**src/rtl/gpl_pkg.sv**
```systemverilog
package gpl_pkg;
  localparam int SHADE_W = 4;
  localparam int PTR_W   = 4;
  localparam int BANK_W  = 2;
  localparam int SUB_W   = PTR_W - BANK_W;
  localparam int ENTRIES = 1 << PTR_W;
  localparam int IOA_W   = 4;
  localparam int BYTE_W  = 8;
  localparam int ID_W    = 2;
  localparam logic [IOA_W-1:0] REG_PTR  = 4'hE;
  localparam logic [IOA_W-1:0] REG_DATA = 4'hF;

  typedef enum logic {DEPTH_4BPP = 1'b0, DEPTH_2BPP = 1'b1} depth_e;

  // Table index for a pixel: flat at 4 bpp, bank-prefixed at 2 bpp.
  function automatic logic [PTR_W-1:0] pal_index(input depth_e depth,
                                                  input logic [BANK_W-1:0] bank,
                                                  input logic [PTR_W-1:0] pix);
    if (depth == DEPTH_2BPP) return {bank, pix[SUB_W-1:0]};
    return pix;
  endfunction

  // Pointer register image: bank on top, id in the middle, pointer below.
  function automatic logic [BYTE_W-1:0] ptr_word(input logic [BANK_W-1:0] bank,
                                                  input logic [ID_W-1:0] id,
                                                  input logic [PTR_W-1:0] ptr);
    return {bank, id, ptr};
  endfunction
endpackage

```
**src/rtl/gpl_regif.sv**
```systemverilog
module gpl_regif
  import gpl_pkg::*;
(
  input  logic               clk,
  input  logic               rst_n,
  input  logic [IOA_W-1:0]   io_addr,
  input  logic [BYTE_W-1:0]  io_wdata,
  input  logic               io_cs,
  input  logic               io_we,
  input  logic               io_re,
  input  logic [ID_W-1:0]    id_bits,
  input  logic [SHADE_W-1:0] entry_at_ptr,
  output logic [BYTE_W-1:0]  io_rdata,
  output logic [BANK_W-1:0]  bank_q,
  output logic [PTR_W-1:0]   ptr_q,
  output logic               tbl_wr,
  output logic [SHADE_W-1:0] tbl_wval
);
  logic sel_ptr, sel_data, ptr_wr, rd_on;
  logic unused_wbits;

  assign sel_ptr      = io_cs && (io_addr == REG_PTR);
  assign sel_data     = io_cs && (io_addr == REG_DATA);
  assign ptr_wr       = sel_ptr && io_we;
  assign tbl_wr       = sel_data && io_we;
  assign tbl_wval     = io_wdata[SHADE_W-1:0];
  assign rd_on        = io_cs && io_re;
  assign unused_wbits = ^io_wdata[5:4];

  always_ff @(posedge clk or negedge rst_n) begin
    if (!rst_n) begin
      bank_q <= '0;
      ptr_q  <= '0;
    end else if (ptr_wr) begin
      bank_q <= io_wdata[BYTE_W-1 -: BANK_W];
      ptr_q  <= io_wdata[PTR_W-1:0];
    end
  end

  always_comb begin
    io_rdata = '0;
    if (rd_on && sel_ptr)       io_rdata = ptr_word(bank_q, id_bits, ptr_q);
    else if (rd_on && sel_data) io_rdata = {{(BYTE_W-SHADE_W){1'b0}}, entry_at_ptr};
  end

  p_addr_load_r2: assert property (@(posedge clk) disable iff (!rst_n)
    ptr_wr |=> (bank_q == $past(io_wdata[7:6]) && ptr_q == $past(io_wdata[3:0])));
  p_id_mirror_r2: assert property (@(posedge clk) disable iff (!rst_n)
    (rd_on && sel_ptr) |-> (io_rdata[5:4] == id_bits));
  p_data_upper_zero_r3: assert property (@(posedge clk) disable iff (!rst_n)
    (rd_on && sel_data) |-> (io_rdata[7:4] == 4'h0));
  p_idle_read_zero_r8: assert property (@(posedge clk) disable iff (!rst_n)
    !(rd_on && (sel_ptr || sel_data)) |-> (io_rdata == '0));
  p_ptr_hold_r8: assert property (@(posedge clk) disable iff (!rst_n)
    !ptr_wr |=> ($stable(bank_q) && $stable(ptr_q)));
endmodule

```
**src/rtl/gpl_table.sv**
```systemverilog
module gpl_table
  import gpl_pkg::*;
(
  input  logic                       clk,
  input  logic                       rst_n,
  input  logic                       wr_en,
  input  logic [PTR_W-1:0]           wr_idx,
  input  logic [SHADE_W-1:0]         wr_val,
  output logic [ENTRIES*SHADE_W-1:0] tbl_flat
);
  for (genvar e = 0; e < ENTRIES; e++) begin : g_entry
    logic [SHADE_W-1:0] cell_q;
    always_ff @(posedge clk or negedge rst_n) begin
      if (!rst_n)                                      cell_q <= '0;
      else if (wr_en && (wr_idx == PTR_W'(e)))         cell_q <= wr_val;
    end
    assign tbl_flat[e*SHADE_W +: SHADE_W] = cell_q;
  end

  p_write_lands_r3: assert property (@(posedge clk) disable iff (!rst_n)
    wr_en |=> (tbl_flat[$past(wr_idx)*SHADE_W +: SHADE_W] == $past(wr_val)));
  p_table_hold_r8: assert property (@(posedge clk) disable iff (!rst_n)
    !wr_en |=> $stable(tbl_flat));
endmodule

```
**src/rtl/gpl_lookup.sv**
```systemverilog
module gpl_lookup
  import gpl_pkg::*;
(
  input  logic                       clk,
  input  logic                       rst_n,
  input  logic [ENTRIES*SHADE_W-1:0] tbl_flat,
  input  logic [BANK_W-1:0]          bank,
  input  logic [PTR_W-1:0]           pix,
  input  logic                       depth,
  output logic [SHADE_W-1:0]         shade_q
);
  logic [PTR_W-1:0] lut_idx;
  assign lut_idx = pal_index(depth_e'(depth), bank, pix);

  always_ff @(posedge clk or negedge rst_n) begin
    if (!rst_n) shade_q <= '0;
    else        shade_q <= tbl_flat[lut_idx*SHADE_W +: SHADE_W];
  end

  p_bank_ignored_r5: assert property (@(posedge clk) disable iff (!rst_n)
    (depth == DEPTH_4BPP) |-> (lut_idx == pix));
endmodule

```
**src/rtl/gray_palette_lut.sv**
```systemverilog
module gray_palette_lut
  import gpl_pkg::*;
(
  input  logic        clk,
  input  logic        rst_n,
  input  logic [3:0]  io_addr,
  input  logic [7:0]  io_wdata,
  input  logic        io_cs,
  input  logic        io_we,
  input  logic        io_re,
  output logic [7:0]  io_rdata,
  input  logic [1:0]  id_bits,
  input  logic [3:0]  pix_val,
  input  logic        pix_mode,
  output logic [3:0]  shade_out
);
  logic [BANK_W-1:0]          bank_q;
  logic [PTR_W-1:0]           ptr_q;
  logic                       tbl_wr;
  logic [SHADE_W-1:0]         tbl_wval;
  logic [ENTRIES*SHADE_W-1:0] tbl_flat;
  logic [SHADE_W-1:0]         entry_at_ptr;

  assign entry_at_ptr = tbl_flat[ptr_q*SHADE_W +: SHADE_W];

  gpl_regif u_regif (
    .clk(clk), .rst_n(rst_n), .io_addr(io_addr), .io_wdata(io_wdata),
    .io_cs(io_cs), .io_we(io_we), .io_re(io_re), .id_bits(id_bits),
    .entry_at_ptr(entry_at_ptr), .io_rdata(io_rdata),
    .bank_q(bank_q), .ptr_q(ptr_q), .tbl_wr(tbl_wr), .tbl_wval(tbl_wval)
  );

  gpl_table u_table (
    .clk(clk), .rst_n(rst_n), .wr_en(tbl_wr), .wr_idx(ptr_q),
    .wr_val(tbl_wval), .tbl_flat(tbl_flat)
  );

  gpl_lookup u_lookup (
    .clk(clk), .rst_n(rst_n), .tbl_flat(tbl_flat), .bank(bank_q),
    .pix(pix_val), .depth(pix_mode), .shade_q(shade_out)
  );

  // with no write and steady lookup inputs, the shade does not move.
  p_shade_steady_r7: assert property (@(posedge clk) disable iff (!rst_n)
    ($stable(pix_val) && $stable(pix_mode) && $stable(bank_q) && !$past(tbl_wr))
      |=> $stable(shade_out));
endmodule

```
**config.mk**
```make
export PLATFORM = sky130hd
export DESIGN_NAME = gray_palette_lut
export DESIGN_NICKNAME = d
export VERILOG_FILES = /design/src/rtl/gpl_pkg.sv /design/src/rtl/gpl_regif.sv /design/src/rtl/gpl_table.sv /design/src/rtl/gpl_lookup.sv /design/src/rtl/gray_palette_lut.sv
export SDC_FILE = /design/constraint.sdc
export NUM_CORES = 1
export LEC_CHECK = 0
export BUFFER_PORTS_ARGS = -buffer_cell sky130_fd_sc_hd__buf_2
export CORE_MARGIN = 1.5
export CORE_UTILIZATION = 30
export DETAILED_ROUTE_END_ITERATION = 10
export PLACE_DENSITY = 0.52
export REMOVE_ABC_BUFFERS = 1
export SYNTH_ARGS = -nofsm -noshare
export SYNTH_HDL_FRONTEND = slang
export SYNTH_SLANG_ARGS = --single-unit
export TNS_END_PERCENT = 100
```
**constraint.sdc**
```tcl
create_clock -name clk -period 2.41 [get_ports clk]
set_clock_uncertainty 0.2 [all_clocks]
set_input_delay 0 -clock clk [delete_from_list [all_inputs] [get_ports clk]]
set_output_delay 0 -clock clk [all_outputs]
set_load 0.01 [all_outputs]
```
# Word-level counts from Yosys, hierarchy flattened
# Index checks and enable logic that the tools add are counted.
# classes
shift	2
eq_ne	17
mux	5
reduce_logical	24
# op_table
op	count
64-bit by 7-bit variable part select with 4-bit output	2
4-bit == test, second input constant	10
1-bit logical AND	23
4-bit by 3-bit == test with 1-bit output, second input constant	4
4-bit two-way mux	3
4-bit by 2-bit == test with 1-bit output, second input constant	2
8-bit two-way mux	1
4-bit by 1-bit == test with 1-bit output, second input constant	1
4-bit logical NOT	1
1-bit two-way mux	1
# word_totals
word_cells	67
in_bits	24
register_bits	74
output_inout_bits	12

# Longest topological paths before layout
# logic_depth
ltp_word	5
ltp_mapped	7
mapped_depth_nobuf	4

# Hierarchy
# From an unflattened synthesis, not the netlist that was laid out.
# unflattened
hier_cells	275
area_unflattened_um2	4121.5
# by_module_without_submodules
module	cells_each	area_per_inst_um2	seq_area_each_um2	instances
gpl_table	156	2461.1	1601.5	1
gpl_lookup	42	688.2	100.1	1
gray_palette_lut	39	554.3	0.0	1
gpl_regif	38	417.9	150.1	1

# Least setup slack after synthesis
# Ideal clock, no wire load.
# synth_timing
path_kind	flip-flop to flip-flop
startpoint	register u_regif.ptr_q[2]
endpoint	register u_table.g_entry[1].cell_q[3]
path_slack_ps	642
path_stages_with_launch	6
synth_period_minus_slack_ps	1768
required_ps	2085
t_arrival_ps	1444
path_buffers	1
setup_time_ps	125
path_cell_list	dfrtp_1 -> buf_2 -> nor2_1 -> nand4_1 -> nor2_1 -> mux2_2
# synth_between
elab_chain_cells	2
# synth_lines
element	line	source
start, declared	gpl_regif.sv:15	output logic [PTR_W-1:0] ptr_q,
start signal, assigned	gpl_regif.sv:36	ptr_q <= io_wdata[PTR_W-1:0];
4-bit by 1-bit == test with 1-bit output	gpl_table.sv:15	else if (wr_en && (wr_idx == PTR_W'(e))) cell_q <= wr_val;
1-bit logical AND	gpl_table.sv:15	
end signal, assigned	gpl_table.sv:15	
end, declared	gpl_table.sv:12	logic [SHADE_W-1:0] cell_q;
# Every way passes these cells.
# A chain may end at the register's enable or synchronous reset.

# Worst setup path in the final report
# layout_timing
startpoint	register u_regif.ptr_q[0]
endpoint	output io_rdata[3]
# layout_between
elab_chain_cells	3
# layout_lines
element	line	source
64-bit by 7-bit variable part select with 4-bit output	gray_palette_lut.sv:24	assign entry_at_ptr = tbl_flat[ptr_q*SHADE_W +: SHADE_W];
4-bit two-way mux	gpl_regif.sv:43	else if (rd_on && sel_data) io_rdata = {{(BYTE_W-SHADE_W){1'b0}}, entry_at_ptr};
8-bit two-way mux	gpl_regif.sv:42	if (rd_on && sel_ptr) io_rdata = ptr_word(bank_q, id_bits, ptr_q);
end, declared	gray_palette_lut.sv:11	output logic [7:0] io_rdata,
# Every way passes these cells.

==> key figures <==
Run status
  • Status: finished clean

Timing
  • Slew Limit Fails: 0
  • Slew at the pin with the worst max-slew slack: 0.948 ns
  • Final Hold Fails: 0
  • Period minus WS final: 2.32 ns
  • Crit share post-route: 0.965
  • Worst rel slew slack: 0.368
  • Fmax: 0.430 GHz
  • TNS Setup: 0 ns
  • Setup-failing EPs final: 0
  • Worst setup margin: 0.0851 ns

Power and ir drop
  • Total power: 3.32 mW
  • Pwr Density: 676 nW/µm²
  • Peak supply drop: 0.000359 V
  • Leak: 2.26 nW

Routing
  • Remaining antenna violation count: 0
  • DR vias/cell: slightly above 5
  • # DRC: 0
  • DRT Pass-1 Iters: 4
  • DR vias: 2674
  • Routed len/inst: 20.4 µm
  • Drt first-iter violations: around 140
  • Final WL: 10600 µm

Worst setup path
  • R2R setup slack: 0.29 ns
  • Critical Path RT: 2.21 ns
  • R2R Path Start: u_regif.ptr_q[2]
  • Crit path DAT: 2.12 ns
  • CP Launch Type: flip-flop
  • Critical Path Max Stage Delay: 0.56 ns
  • Reg2Reg Depth: 4
  • CP Capture Type: output port
  • Crit-path max FO: 8
  • RR Endpoint: u_table.g_entry[7].cell_q[0]
  • Critical-path cell list: mux4_2, and3_1, a21oi_1, a31oi_1, buf_2
  • Slowest cell on the critical path: mux4_2
  • Crit Path Class: flip-flop to output port

Logic synthesis
  • Sequential fraction of the synthesis area: 0.447
  • Syn Area/Cell: 14.4 µm²
  • Top-count cell post-synth: mux2_2
  • Synth top cells by count: mux2_2, dfrtp_1, mux4_2, nor2_1, mux4_1
  • Post-synth top flop: dfrtp_1
  • Warnings from Yosys: 0
  • Cell count after synthesis: 287
  • Synth area leader: dfrtp_1
  • FF+latch count, synth: 74
  • Cell variety after synth: 42
  • Post-synth ARST share: 1.00
  • Top post-synthesis cells by area: dfrtp_1, mux2_2, mux4_2
  • Number of flops mapped to enable cells by yosys: 0
  • Post-Syn Area: 4150 µm²
  • Share of the synthesized area in the top cell type: 0.447

Clock tree
  • Clock sinks: 74
  • Clk Latency, worst-skew pair: 0.33 ns
  • CTS tree: yes
  • Clock tree buffer depth: 2
  • H-Tree Depth: 3
  • TritonCTS Buffers: 9
  • Root Buffer: clkbuf_16
  • Clk pin slew, worst setup/hold paths: 0.06 ns

GRT
  • First-pass GRT wire length: 16900 µm
  • Total GRT Usage: 0.159
  • GRT overflow: 0
  • Antenna violations before repair: 0
  • Vias in the first global route: 2828
  • Pin count of the biggest net entering global routing: 75

Final layout
  • Post-layout util: 0.368
  • # diodes: 0
  • Fill cell count: 1317
  • Nets: 362
  • Share of layout cells above drive strength 1: 0.534
  • P&R area growth vs syn: 18.5%

Floorplanning
  • Initial Utilization: 0.311
  • # rows: 42
  • Number of top-level pins: 36
  • Area of the core: between 10000 and 15000 µm²
  • Die height: about 120 µm
  • Full die area: 14500 µm²
  • Die span in x: 121 µm

Placement
  • Dpl ws: 0.165 ns
  • PortBufs: 33
  • DP Wirelength: around 7500 µm
  • Routability Congestion: 0.858

Run
  • Max-Cap Viols: 0

Min path
  • Hold Path Class: input pin to flip-flop
  • Min-delay src: io_wdata[2]
  • Cell depth of the worst min-delay path: 2
  • Worst Hold End: u_table.g_entry[5].cell_q[2]
[repair_timing]
action	4_1_cts	5_1_grt
pin swaps	0	0
setup buffers	0	5
endpoints found under the hold margin	85	0
hold buffers	6	0
gates resized for setup	4	3
setup endpoints to repair	4	3
[sequential cells by signal (all words and copies together) (netlist names)]
signal	count
u_table.g_entry.cell_q	64
u_lookup.shade_q	4
u_regif.ptr_q	4
u_regif.bank_q	2
[critical path, delay by kind of cell (launching register included)]
kind,cells,cell delay (ns)
AO/OA/AOI/OAI,2,0.34
flip-flops,1,0.53
AND/OR/NAND/NOR,1,0.20
buffers and inverters,1,0.16
multiplexers,1,0.56
[layout by cell type, fill, tap and decap left out, drive strengths merged]
master       Yosys  layout
mux2            76      76
dfrtp           74      74
buf             13      53
mux4            28      28
clkbuf           6      14
nor2            13      13
mux2i            9       9
nand2            8       8
nor3             8       8
nor2b            6       6
a21oi            6       6
dlygate4sd3      0       6
and2             5       5
nand2b           4       4
and3             3       3
a31oi            3       3
nand4            3       3
nand3            3       3
nor4             3       3
a211oi           2       2
inv              2       2
a22oi            2       2
a31o             2       2
o31ai            1       1
o21ai            1       1
o2111ai          1       1
a2111oi          1       1
o22ai            1       1
o211ai           1       1
a211o            1       1
and4             1       1
clkinv           0       1
bufinv           0       1
[where the power goes]
group          leakage [nW]  internal [mW]  switching (mW)
Clock                 0.147          0.858           0.496
Sequential             1.01           1.32          0.0866
Combinational          1.10          0.280           0.283
[per-stage QoR]
step           instance area (µm²)  hold slack, ns  cells
2_1_floorplan                 4010          -0.496    268
3_3_place_gp                  4510        0.000735    492
3_5_place_dp                  4510          0.0160    492
4_1_cts                       4870         0.00685    514
5_1_grt                       4910          0.0383    519
6_report                      4910          0.0224    519
[layer usage]
layer  track usage  vias to the layer above  wire length [µm]
met4        0.0610                        0               191
met2         0.240                       62              5060
met1         0.232                     1396              4960
li1              -                     1205                 -
met5             0                        -                 0
met3        0.0212                       11               391
[kinds of logic (layout without fill, tap and decap cells)]
logic type	Yosys count	count (layout)	synth area share
buffers and inverters	21	77	0.0335
flip-flops	74	74	0.447
multiplexers	113	113	0.391
AND/OR/NAND/NOR	57	57	0.0915
AO/OA/AOI/OAI	22	22	0.0368
[worst max-delay path by stage]
stage / slack [ns] / endpoint / depth (start not counted) / from
after detailed placement: 0.17 / u_table.g_entry[7].cell_q[0] / 4 / u_regif.ptr_q[0]
after CTS: 0.007 / io_rdata[2] / 5 / u_regif.ptr_q[0]
after floorplan: 0.13 / io_rdata[1] / 4 / u_regif.ptr_q[1]
after global routing: -0.001 / io_rdata[2] / 5 / u_regif.ptr_q[0]
final: 0.09 / io_rdata[3] / 5 / u_regif.ptr_q[0]
after global placement: 0.18 / u_table.g_entry[3].cell_q[1] / 4 / u_regif.ptr_q[0]
[final cells by class]
cell class	count	area [µm²]	share of cell area
clock buffers	14	264	0.0537
clock inverters	2	35.0	0.00713
inverters	2	7.51	0.00153
multi-input cells	192	2150	0.437
flip-flops and latches	74	1860	0.378
well taps	176	220	0.0448
repair buffers	59	382	0.0777
(Power assumes the default switching activity.)
